$ cat config.mk
export PLATFORM = sky130hd
export DESIGN_NAME = cam_chain_link
export DESIGN_NICKNAME = d
export VERILOG_FILES = /design/src/rtl/cam_chain_link.sv
export SDC_FILE = /design/constraint.sdc
export NUM_CORES = 1
export LEC_CHECK = 0
export BUFFER_PORTS_ARGS = -buffer_cell sky130_fd_sc_hd__buf_4
export CAP_MARGIN = 20
export CORE_MARGIN = 1.5
export CORE_UTILIZATION = 53
export DETAILED_ROUTE_END_ITERATION = 10
export GPL_TIMING_DRIVEN = 0
export PLACE_DENSITY = 0.95
export REMOVE_ABC_BUFFERS = 1
export SETUP_SLACK_MARGIN = 0.02
export SLEW_MARGIN = 20
export SYNTH_ARGS = -nofsm -noshare
export SYNTH_HDL_FRONTEND = slang
export SYNTH_SLANG_ARGS = --single-unit
$ cat constraint.sdc
create_clock -name clk -period 4.5 [get_ports clk]
set_clock_uncertainty 0.05 [all_clocks]
set_input_delay 0.45 -clock clk [delete_from_list [all_inputs] [get_ports clk]]
set_output_delay 0.45 -clock clk [all_outputs]
set_load 0.01 [all_outputs]
$ cat src/rtl/cam_chain_link.sv
module cam_chain_link #(
  parameter int PAGE_W = 16,
  parameter int LOC_W  = 4,
  localparam int SYS_W = PAGE_W + LOC_W
) (
  input  logic              clk,
  input  logic              rst_n,
  input  logic              page_we,
  input  logic              sel_wr,
  input  logic [PAGE_W-1:0] cfg_data,
  input  logic              loc_match_n,
  input  logic              loc_full_n,
  input  logic [LOC_W-1:0]  loc_addr,
  input  logic              up_match_n,
  input  logic              up_full_n,
  input  logic              sys_match_n,
  input  logic              op_rd,
  input  logic              op_wr,
  input  logic [1:0]        op_kind,
  output logic              dn_match_n,
  output logic              dn_full_n,
  output logic              rd_drive,
  output logic              wr_accept,
  output logic [SYS_W-1:0]  sys_addr
);

  localparam logic [1:0] K_PLAIN = 2'b00;
  localparam logic [1:0] K_HIPRI = 2'b01;
  localparam logic [1:0] K_FREE  = 2'b10;
  localparam logic [1:0] K_FREG  = 2'b11;
  localparam logic [PAGE_W-1:0] ALL_DEV = '1;

  logic [PAGE_W-1:0] page_q, sel_q;
  logic selected, hp_own, nf_own;

  always_ff @(posedge clk or negedge rst_n)
    if (!rst_n) begin
      page_q <= '0;
      sel_q  <= ALL_DEV;
    end else begin
      if (page_we) page_q <= cfg_data;
      if (sel_wr)  sel_q  <= cfg_data;
    end

  assign selected   = (sel_q == page_q) || (sel_q == ALL_DEV);
  assign dn_match_n = up_match_n & loc_match_n;
  assign dn_full_n  = up_full_n | loc_full_n;
  assign hp_own     = !loc_match_n && up_match_n;
  assign nf_own     = loc_full_n && !up_full_n;
  assign sys_addr   = hp_own ? {page_q, loc_addr} : '0;

  always_comb begin
    rd_drive = 1'b0;
    unique case (op_kind)
      K_PLAIN: rd_drive = selected && !sys_match_n;
      K_HIPRI: rd_drive = hp_own;
      K_FREE:  rd_drive = nf_own && !sys_match_n;
      K_FREG:  rd_drive = nf_own;
    endcase
    rd_drive = rd_drive && op_rd;
  end

  always_comb begin
    wr_accept = 1'b0;
    unique case (op_kind)
      K_PLAIN, K_FREG: wr_accept = selected;
      K_HIPRI:         wr_accept = hp_own;
      K_FREE:          wr_accept = nf_own;
    endcase
    wr_accept = wr_accept && op_wr;
  end


  page_load_chk: assert property (@(posedge clk) disable iff (!rst_n)
    page_we |=> page_q == $past(cfg_data));


  sel_load_chk: assert property (@(posedge clk) disable iff (!rst_n)
    sel_wr |=> sel_q == $past(cfg_data));


  rd_block_chk: assert property (@(posedge clk) disable iff (!rst_n)
    (op_kind != K_FREG && sys_match_n) |-> !rd_drive);


  hp_yield_chk: assert property (@(posedge clk) disable iff (!rst_n)
    (op_kind == K_HIPRI && !up_match_n) |-> !(rd_drive || wr_accept));


  nf_yield_chk: assert property (@(posedge clk) disable iff (!rst_n)
    (op_kind == K_FREE && up_full_n) |-> !(rd_drive || wr_accept));


  addr_quiet_chk: assert property (@(posedge clk) disable iff (!rst_n)
    (loc_match_n || !up_match_n) |-> sys_addr == '0);

endmodule

After elaboration in Yosys (flattened, before gate mapping)
Index checks and enable logic that the tools add are counted.
{"block": "word_totals", "regBits": 32, "in_bits": 33, "word_cells": 24, "out_inout_bits": 24}
{"block": "op_classes", "n_eq_ne": 5, "n_reduce_logical": 12, "bitwise_logic": 2, "n_mux": 3}
{"op": "$mux W20", "count": 1}
{"op": "$eq A16 B16 Y1", "count": 1}
{"op": "$eq A16 B16 Y1 const B", "count": 1}
{"op": "$logic_and A1 B1 Y1", "count": 6}
{"op": "$eq A2 B2 Y1 const B", "count": 2}
{"op": "$pmux W1 S4", "count": 1}
{"op": "$logic_not A1 Y1", "count": 3}
{"op": "$pmux W1 S3", "count": 1}
{"op": "$eq A2 B1 Y1 const B", "count": 1}
{"op": "$logic_not A2 Y1", "count": 1}
{"op": "$reduce_or A2 Y1", "count": 1}
{"op": "$and A1 B1 Y1", "count": 1}
{"op": "$logic_or A1 B1 Y1", "count": 1}
{"op": "$or A1 B1 Y1", "count": 1}

Longest topological paths before layout
Gate-level depths: netlist of run 1.
{"block": "logic_depth", "ltp_word": 5, "depth_mapped": 6, "mapped_depth_nobuf": 6}

Worst setup path after synthesis of run 1
OpenSTA, ideal clock, no wires.
{"block": "synth_timing", "kind": "reg-to-output", "start": "reg sel_q[15]", "end": "out rd_drive", "path_buffers": 0, "arrival_time_ns": 1.407, "setup_slack_ns": 2.593, "t_required_ns": 4.000, "path_stages_with_launch": 4, "cell_sequence": "dfstp_2 nand4_1 or4_1 a31oi_1"}
{"block": "synth_between", "elab_chain_cells": 5, "word_cells_on_any_way": 6, "cone_classes": "eq/ne: 2; mux: 1; reduce/logical: 3"}
{"element": "from (decl)", "line_no": "33", "rtl": "logic [PAGE_W-1:0] page_q, sel_q;"}
{"element": "from (signal assigned)", "line_no": "42", "rtl": "if (sel_wr) sel_q <= cfg_data;"}
{"element": "$eq A16 B16 Y1", "line_no": "45", "rtl": "assign selected = (sel_q == page_q) || (sel_q == ALL_DEV);"}
{"element": "$logic_or A1 B1 Y1 (*)", "line_no": "45"}
{"element": "$logic_and A1 B1 Y1 (*)", "line_no": "55", "rtl": "K_PLAIN: rd_drive = selected && !sys_match_n;"}
{"element": "$pmux W1 S4 (*)", "line_no": "54", "rtl": "unique case (op_kind)"}
{"element": "$logic_and A1 B1 Y1 (*)", "line_no": "60", "rtl": "rd_drive = rd_drive && op_rd;"}
{"element": "to (decl)", "line_no": "22", "rtl": "output logic rd_drive,"}
Mark *: on every way between the ends. The rest lies on a longest branch, timed or not.

Final worst setup path of run 1
Same ends and word-level chain as after synthesis.

==> summary.txt, run 1 <==
outcome: finished, final reports clean
post-synthesis cell area: 0.00168 mm²
critical path fanouts, max: 3
Clk Latency, worst-skew pair: 0.32 ns
Setup crit end kind: primary output
Worst Path Required: 4.00 ns
final instance area: 0.00220 mm²
vias per inst: 5.19
post-synthesis compound-gate area fraction: 1.72%
Post-synth top flop: dfstp_2
post-synthesis adder-cell area fraction: 2.24%
fraction of synthesized cell area taken by the top area cell type: 25.1%
setup TNS: 0 ns
CTS Root Cell: clkbuf_4
number of enable flip-flop cells after synthesis: 0
die width: 59.2 µm
Multi-input gate area: 825 µm²
xor-xnor portion of the synthesized cell area: 8.36%
maximum vdd drop: 0.000284 V
Die Area: 0.00351 mm²
# IOs: 57
Iter 0 DRT Violations: 37
global-route wire length before repair: 5600 µm
vias: 1236
Power per Cell Area: 296 mW/mm²
num rows: 20
Non-Filler Instances: 238
Max Fclk: 0.410 GHz
crit share post-route: 54.2%
Place WS: 1.88 ns
min setup slack post-route: 2.06 ns
clock buffer count from CTS: 5
Yosys Warn Count: 0
RSZ-0062 raised after global routing: false
Mapped Cells: 135
Final setup viols: 0
Starting Density: 55.3%
Antenna diodes: 0
clock buffer depth: 2
synth top area cells: dfstp_2 (25%), dfrtp_1 (24%), mux2_2 (15%)
Post-Synth Simple-Gate Area: 15.2%
router iterations before antenna repair: 2
core area: 0.00303 mm²
Port Buffers: 56
CTS tree: done
Placed Cells: 229
Avg Cell Area, Syn: 12.4 µm²
most frequent cells after synthesis: and2_1 (22), mux2_2 (22), dfrtp_1 (16), dfstp_2 (16), xor2_1 (16)
DRC viols: 0
grt total ovfl: 0
Routability Congestion: 0.769
mux contribution to synthesized area: 21.5%
total power: 0.650 mW
register clock-pin slew on the reported worst setup and hold paths: 0.09 ns
antenna violations before repair: 0
vias in the first global route: 1254
Seq cells post-synth: 32
Max Cap Viol: 0
Die H: 59.2 µm
Seq/Total Area, Yosys: 49.0%
largest area contributor in the netlist: dfstp_2
post-CTS sizing: 0
area grow syn2layout: 31.1%
kind of critical path: register to primary output
gr usage total: 21.6%
H-tree depth: 2
Fin. Hold Viols: 0
Routed WL: 3430 µm
CTS sink cnt: 32
Routed wire per std cell: 14.4 µm
Layout Nets: 229
Reg area: 821 µm²
Worst Max-Slew Pin Slew: 0.686 ns
number of library cell types mapped by synthesis: 24
Placed Instance Area: 0.00213 mm²
largest family of logic cells by synthesized area: multiplexers
Hold Crit Class: input pin to register
number of fill cells in the layout: 224
largest net degree at the start of global routing: 33
Critical Path AT: 1.94 ns
Detail Placement HPWL: 2640 µm
remaining antenna violation count: 0
Slew HR: 54.0%
Leakage: 1.00 nW
Final min period: 2.44 ns
Async S/R FF share, synth: 100%
Slew Viols, Final: 0
share of layout cells above drive strength 1: 53.1%
startpoint types: register
==> power by group <==
part	internal (mW)	total, mW	switching (mW)	leakage (nW)
sequential	0.328	0.355	0.0273	0.355
combinational	0.0761	0.129	0.0527	0.616
clock	0.0770	0.165	0.0884	0.0326
total	0.481	0.650	0.168	1.00
==> state kept, by name, summed over array words and instances (netlist names) <==
| register | count |
|---|---|
| sel_q | 16 |
| page_q | 16 |
==> stage by stage <==
| step | hold WS [ns] | util, % |
|---|---|---|
| 2_1_floorplan | 0.104 | - |
| 3_3_place_gp | 0.342 | 70.2 |
| 3_5_place_dp | 0.350 | 70.2 |
| 4_1_cts | 0.285 | 72.5 |
| 5_1_grt | 0.290 | 72.6 |
| 6_report | 0.296 | 72.6 |
==> final timing paths <==
| kind | to | slack, ns | depth (start not counted) | startpoint |
|---|---|---|---|---|
| worst max register to register | page_q[10] | 3.62 | 1 | page_q[10] |
| min in group asynchronous | page_q[8] | 0.53 | 2 | rst_n |
| worst max-delay path | rd_drive | 2.06 | 4 | sel_q[15] |
| max in group asynchronous | sel_q[11] | 3.55 | 2 | rst_n |
| worst min register to register | page_q[7] | 0.49 | 1 | page_q[7] |
| worst min-delay path | page_q[6] | 0.30 | 2 | cfg_data[6] |
==> cell usage in the layout (no fill, tap or decap), types with 2 or more instances in the layout <==
cell type  count
ha_1           3
buf_4         56
inv_1          2
nor4_1         4
clkbuf_4       5
mux2_1        10
nand4_1        4
clkbuf_1       2
xor2_1        16
dfrtp_1       16
a31oi_1        2
and2_1        22
dfstp_2       16
mux2_2        22
==> timing repair <==
| action | CTS | global route |
|---|---|---|
| endpoints found under the setup margin | 0 | 0 |
| hold endpoints to repair | 16 | 0 |
| hold buffers | 1 | 0 |
| buffers inserted | 0 | 0 |
==> per-layer routing <==
metal / GRT usage (%) / up-vias / part of all wire, %
met4: 4.22 / 0 / 0.82
met5: 0 / - / 0
met1: 24.6 / 600 / 40
li1: - / 590 / -
met3: 5.90 / 2 / 6.3
met2: 40.2 / 44 / 53
==> worst max-delay path, cell delays in order (launching register included) <==
cell     delay (ns)
dfstp_2        0.56
nand4_1        0.11
or4_1          0.57
a31oi_1        0.22
buf_4          0.15
==> logic make-up (layout without fill, tap and decap cells) <==
logic type | Yosys count | in the layout
adder cells (fa/ha/maj) | 3 | 3
XOR/XNOR | 16 | 16
flip-flops | 32 | 32
buffers and inverters | 8 | 67
AO/OA/AOI/OAI | 4 | 4
AND/OR/NAND/NOR | 40 | 40
multiplexers | 32 | 32
==> layout make-up <==
type,count,share of cell area (%)
multi-input combinational,95,37.5
sequential,32,37.4
timing repair buffer,57,19.6
clock buffer,8,2.68
tap,44,2.51
inverter,2,0.342
Note: power is estimated with default switching activity, not from simulation.
==> inputs of run 2 (changes only) <==
Settings changed: CORE_UTILIZATION 53 to 50, PLACE_DENSITY 0.95 to 0.91.
Clock period 4.5 ns to 2.3 ns, I/O delays scaled along.
==> run 2 against run 1 <==
  * Die area rose by 5.7%
  * Critical path depth is the same
  * Clock-buffer cell count shrank 1
  * Highest routed layer unchanged
  * Cell area decreased by 0.40%
  * Non-clock buffer count did not move
  * Via count shrank 0.49%
  * Clock power up 82%
  * Sequential cell count stayed put
==> summary.txt, run 2 (synthesis results as in run 1) <==
clock buffer depth: 2 (unchanged)
critical-path cell list: nand4_1, or4_1, a31oi_1, buf_4
CTS sink cnt: 32 (unchanged)
Port Buffers: 56 (unchanged)
Starting Density: 53.6% (-1.8 points)
met2 WL: 1780 µm (-2.5%)
router iterations before antenna repair: 4 (+2)
core area: 0.00313 mm² (+3.3%)
Die H: 60.9 µm (+2.8%)
# IOs: 57 (unchanged)
net switching power figure: 0.340 mW (+100%)
critical path fanouts, max: 3 (unchanged)
setup TNS: 0 ns (unchanged)
vias: 1230 (-0.49%)
top flop regs: page_q: 16 flops, sel_q: 16 flops
Placed Instance Area: 0.00213 mm² (unchanged)
clock buffer count from CTS: 5 (unchanged)
RSZ-0062 raised after global routing: false
Max Cap Viol: 0 (unchanged)
register clock-pin slew on the reported worst setup and hold paths: 0.10 ns (about the same)
Setup crit end kind: primary output
post-CTS sizing: 0 (unchanged)
Critical Path AT: 1.91 ns (-0.03 ns)
Slew Viols, Final: 0 (unchanged)
antenna violations before repair: 0 (unchanged)
crit share post-route: 95.1%
CP startpoint: sel_q[15]
Max Fclk: 0.457 GHz
Final min period: 2.19 ns
Final setup viols: 0 (unchanged)
Fin. Hold Viols: 0 (unchanged)
final instance area: 0.00219 mm² (-0.40%)
crit-path max cell delay: 0.57 ns (about the same)
DRC viols: 0 (unchanged)
vias per inst: 5.17 (-0.49%)
largest net degree at the start of global routing: 33 (unchanged)
CTS Root Cell: clkbuf_4
CTS tree: done
Min-Delay Startpoint: cfg_data[7]
metal3 WL: 248 µm (+15%)
most frequent cells in the layout: buf_4 (56), and2_1 (22), mux2_2 (22)
H-tree depth: 2 (unchanged)
commonest non-fill, non-tap cell in the layout: buf_4
number of fill cells in the layout: 231 (+3.1%)
kind of critical path: register to primary output
Layout Nets: 229 (unchanged)
global-route wire length before repair: 5650 µm (+0.87%)
Metal-1 WL: 1460 µm (+7.1%)
Power per Cell Area: 571 mW/mm² (+93%)
die width: 60.9 µm (+2.8%)
startpoint types: register
Die Area: 0.00371 mm² (+5.7%)
Leakage: 1.00 nW (-0.33%)
combinational power share: 20.3% (+0.5 points)
Iter 0 DRT Violations: 23 (-38%)
Clock Power Share: 24.0% (-1.5 points)
remaining antenna violation count: 0 (unchanged)
Antenna diodes: 0 (unchanged)
outcome: finished, final reports clean
grt total ovfl: 0 (unchanged)
Slew HR: 56.2% (+2.1 points)
Worst Path Required: 2.02 ns (-1.98 ns)
num rows: 20 (unchanged)
Clk Latency, worst-skew pair: 0.34 ns (+0.02 ns)
area grow syn2layout: 30.6%
maximum vdd drop: 0.000470 V (+66%)
Hold Crit Class: input pin to register
Routability Congestion: 0.793 (+3.1%)
vias in the first global route: 1269 (+1.2%)
Top Layer Used: met4
Flop pwr share: 55.7% (+1.0 points)
Detail Placement HPWL: 2710 µm (+2.7%)
Worst path slowest cell: dfstp_2
WHS Path Cells: 2 (unchanged)
Routed wire per std cell: 14.9 µm (+3.2%)
Routed WL: 3540 µm (+3.2%)
gr usage total: 21.3% (-0.30 points)
Register-to-Register Path Depth: 1 (unchanged)
Worst Max-Slew Pin Slew: 0.655 ns (-0.0318 ns)
share of layout cells above drive strength 1: 53.1% (unchanged)
RR Startpoint: page_q[10]
switch share: 27.2% (+1.3 points)
Internal: 0.910 mW (+89%)
run 2: what timing repair did:
| action | in CTS | in global routing |
|---|---|---|
| buffers inserted | 0 | 0 |
| hold endpoints to repair | 16 | 0 |
| hold buffers | 1 | 0 |
run 2: worst paths after layout:
check	endpoint	slack, ns
min reg2reg	page_q[7]	0.49
max	wr_accept	0.11
min	page_q[7]	0.06
max reg2reg	page_q[10]	1.42
max in group asynchronous	sel_q[10]	1.58
min in group asynchronous	page_q[3]	0.30
run 2: power by group through the flow:
stage                     clock (mW)  combinational [mW]  sequential, mW
after CTS                      0.312               0.257           0.696
after global routing           0.338               0.278           0.705
final                          0.300               0.253           0.696
after global placement             0               0.244           0.700
after floorplan                    0               0.135           0.690
after detailed placement           0               0.254           0.706
run 2: worst max-delay path: cells and delay by family (launching register included):
kind / cells / cell delay [ns]
AOI/OAI and AO/OA: 1 / 0.20
buffers and inverters: 1 / 0.14
and+or+nand+nor: 2 / 0.65
DFF: 1 / 0.57
run 2: stage by stage:
| step | power [mW] | utilization [%] | hold slack [ns] | setup WS (ns) | cells |
|---|---|---|---|---|---|
| final | 1.25 | 70.0 | 0.0643 | 0.114 | 238 |
| after global routing | 1.32 | 70.0 | 0.0499 | 0.0374 | 238 |
| after CTS | 1.27 | 69.9 | 0.0552 | 0.102 | 238 |
| after detailed placement | 0.961 | 68.0 | 0.131 | 0.150 | 229 |
| after global placement | 0.944 | 68.0 | 0.122 | 0.157 | 229 |
| after floorplan | 0.825 | - | -0.116 | 0.613 | 129 |
run 2: layer usage:
metal,track usage [%],vias up
li1,-,588
met1,23.2,585
met2,40.2,51
met3,5.97,6
met4,5.59,0
met5,0,-
run 2: cell type report:
type	count	area, µm²	share of cell area [%]
Multi-Input combinational cell	95	825	37.7
Tap cell	44	55.1	2.52
Clock inverter	1	5.00	0.229
Sequential cell	32	821	37.5
Clock buffer	7	45.0	2.06
Inverter	2	7.51	0.343
Timing Repair Buffer	57	430	19.7
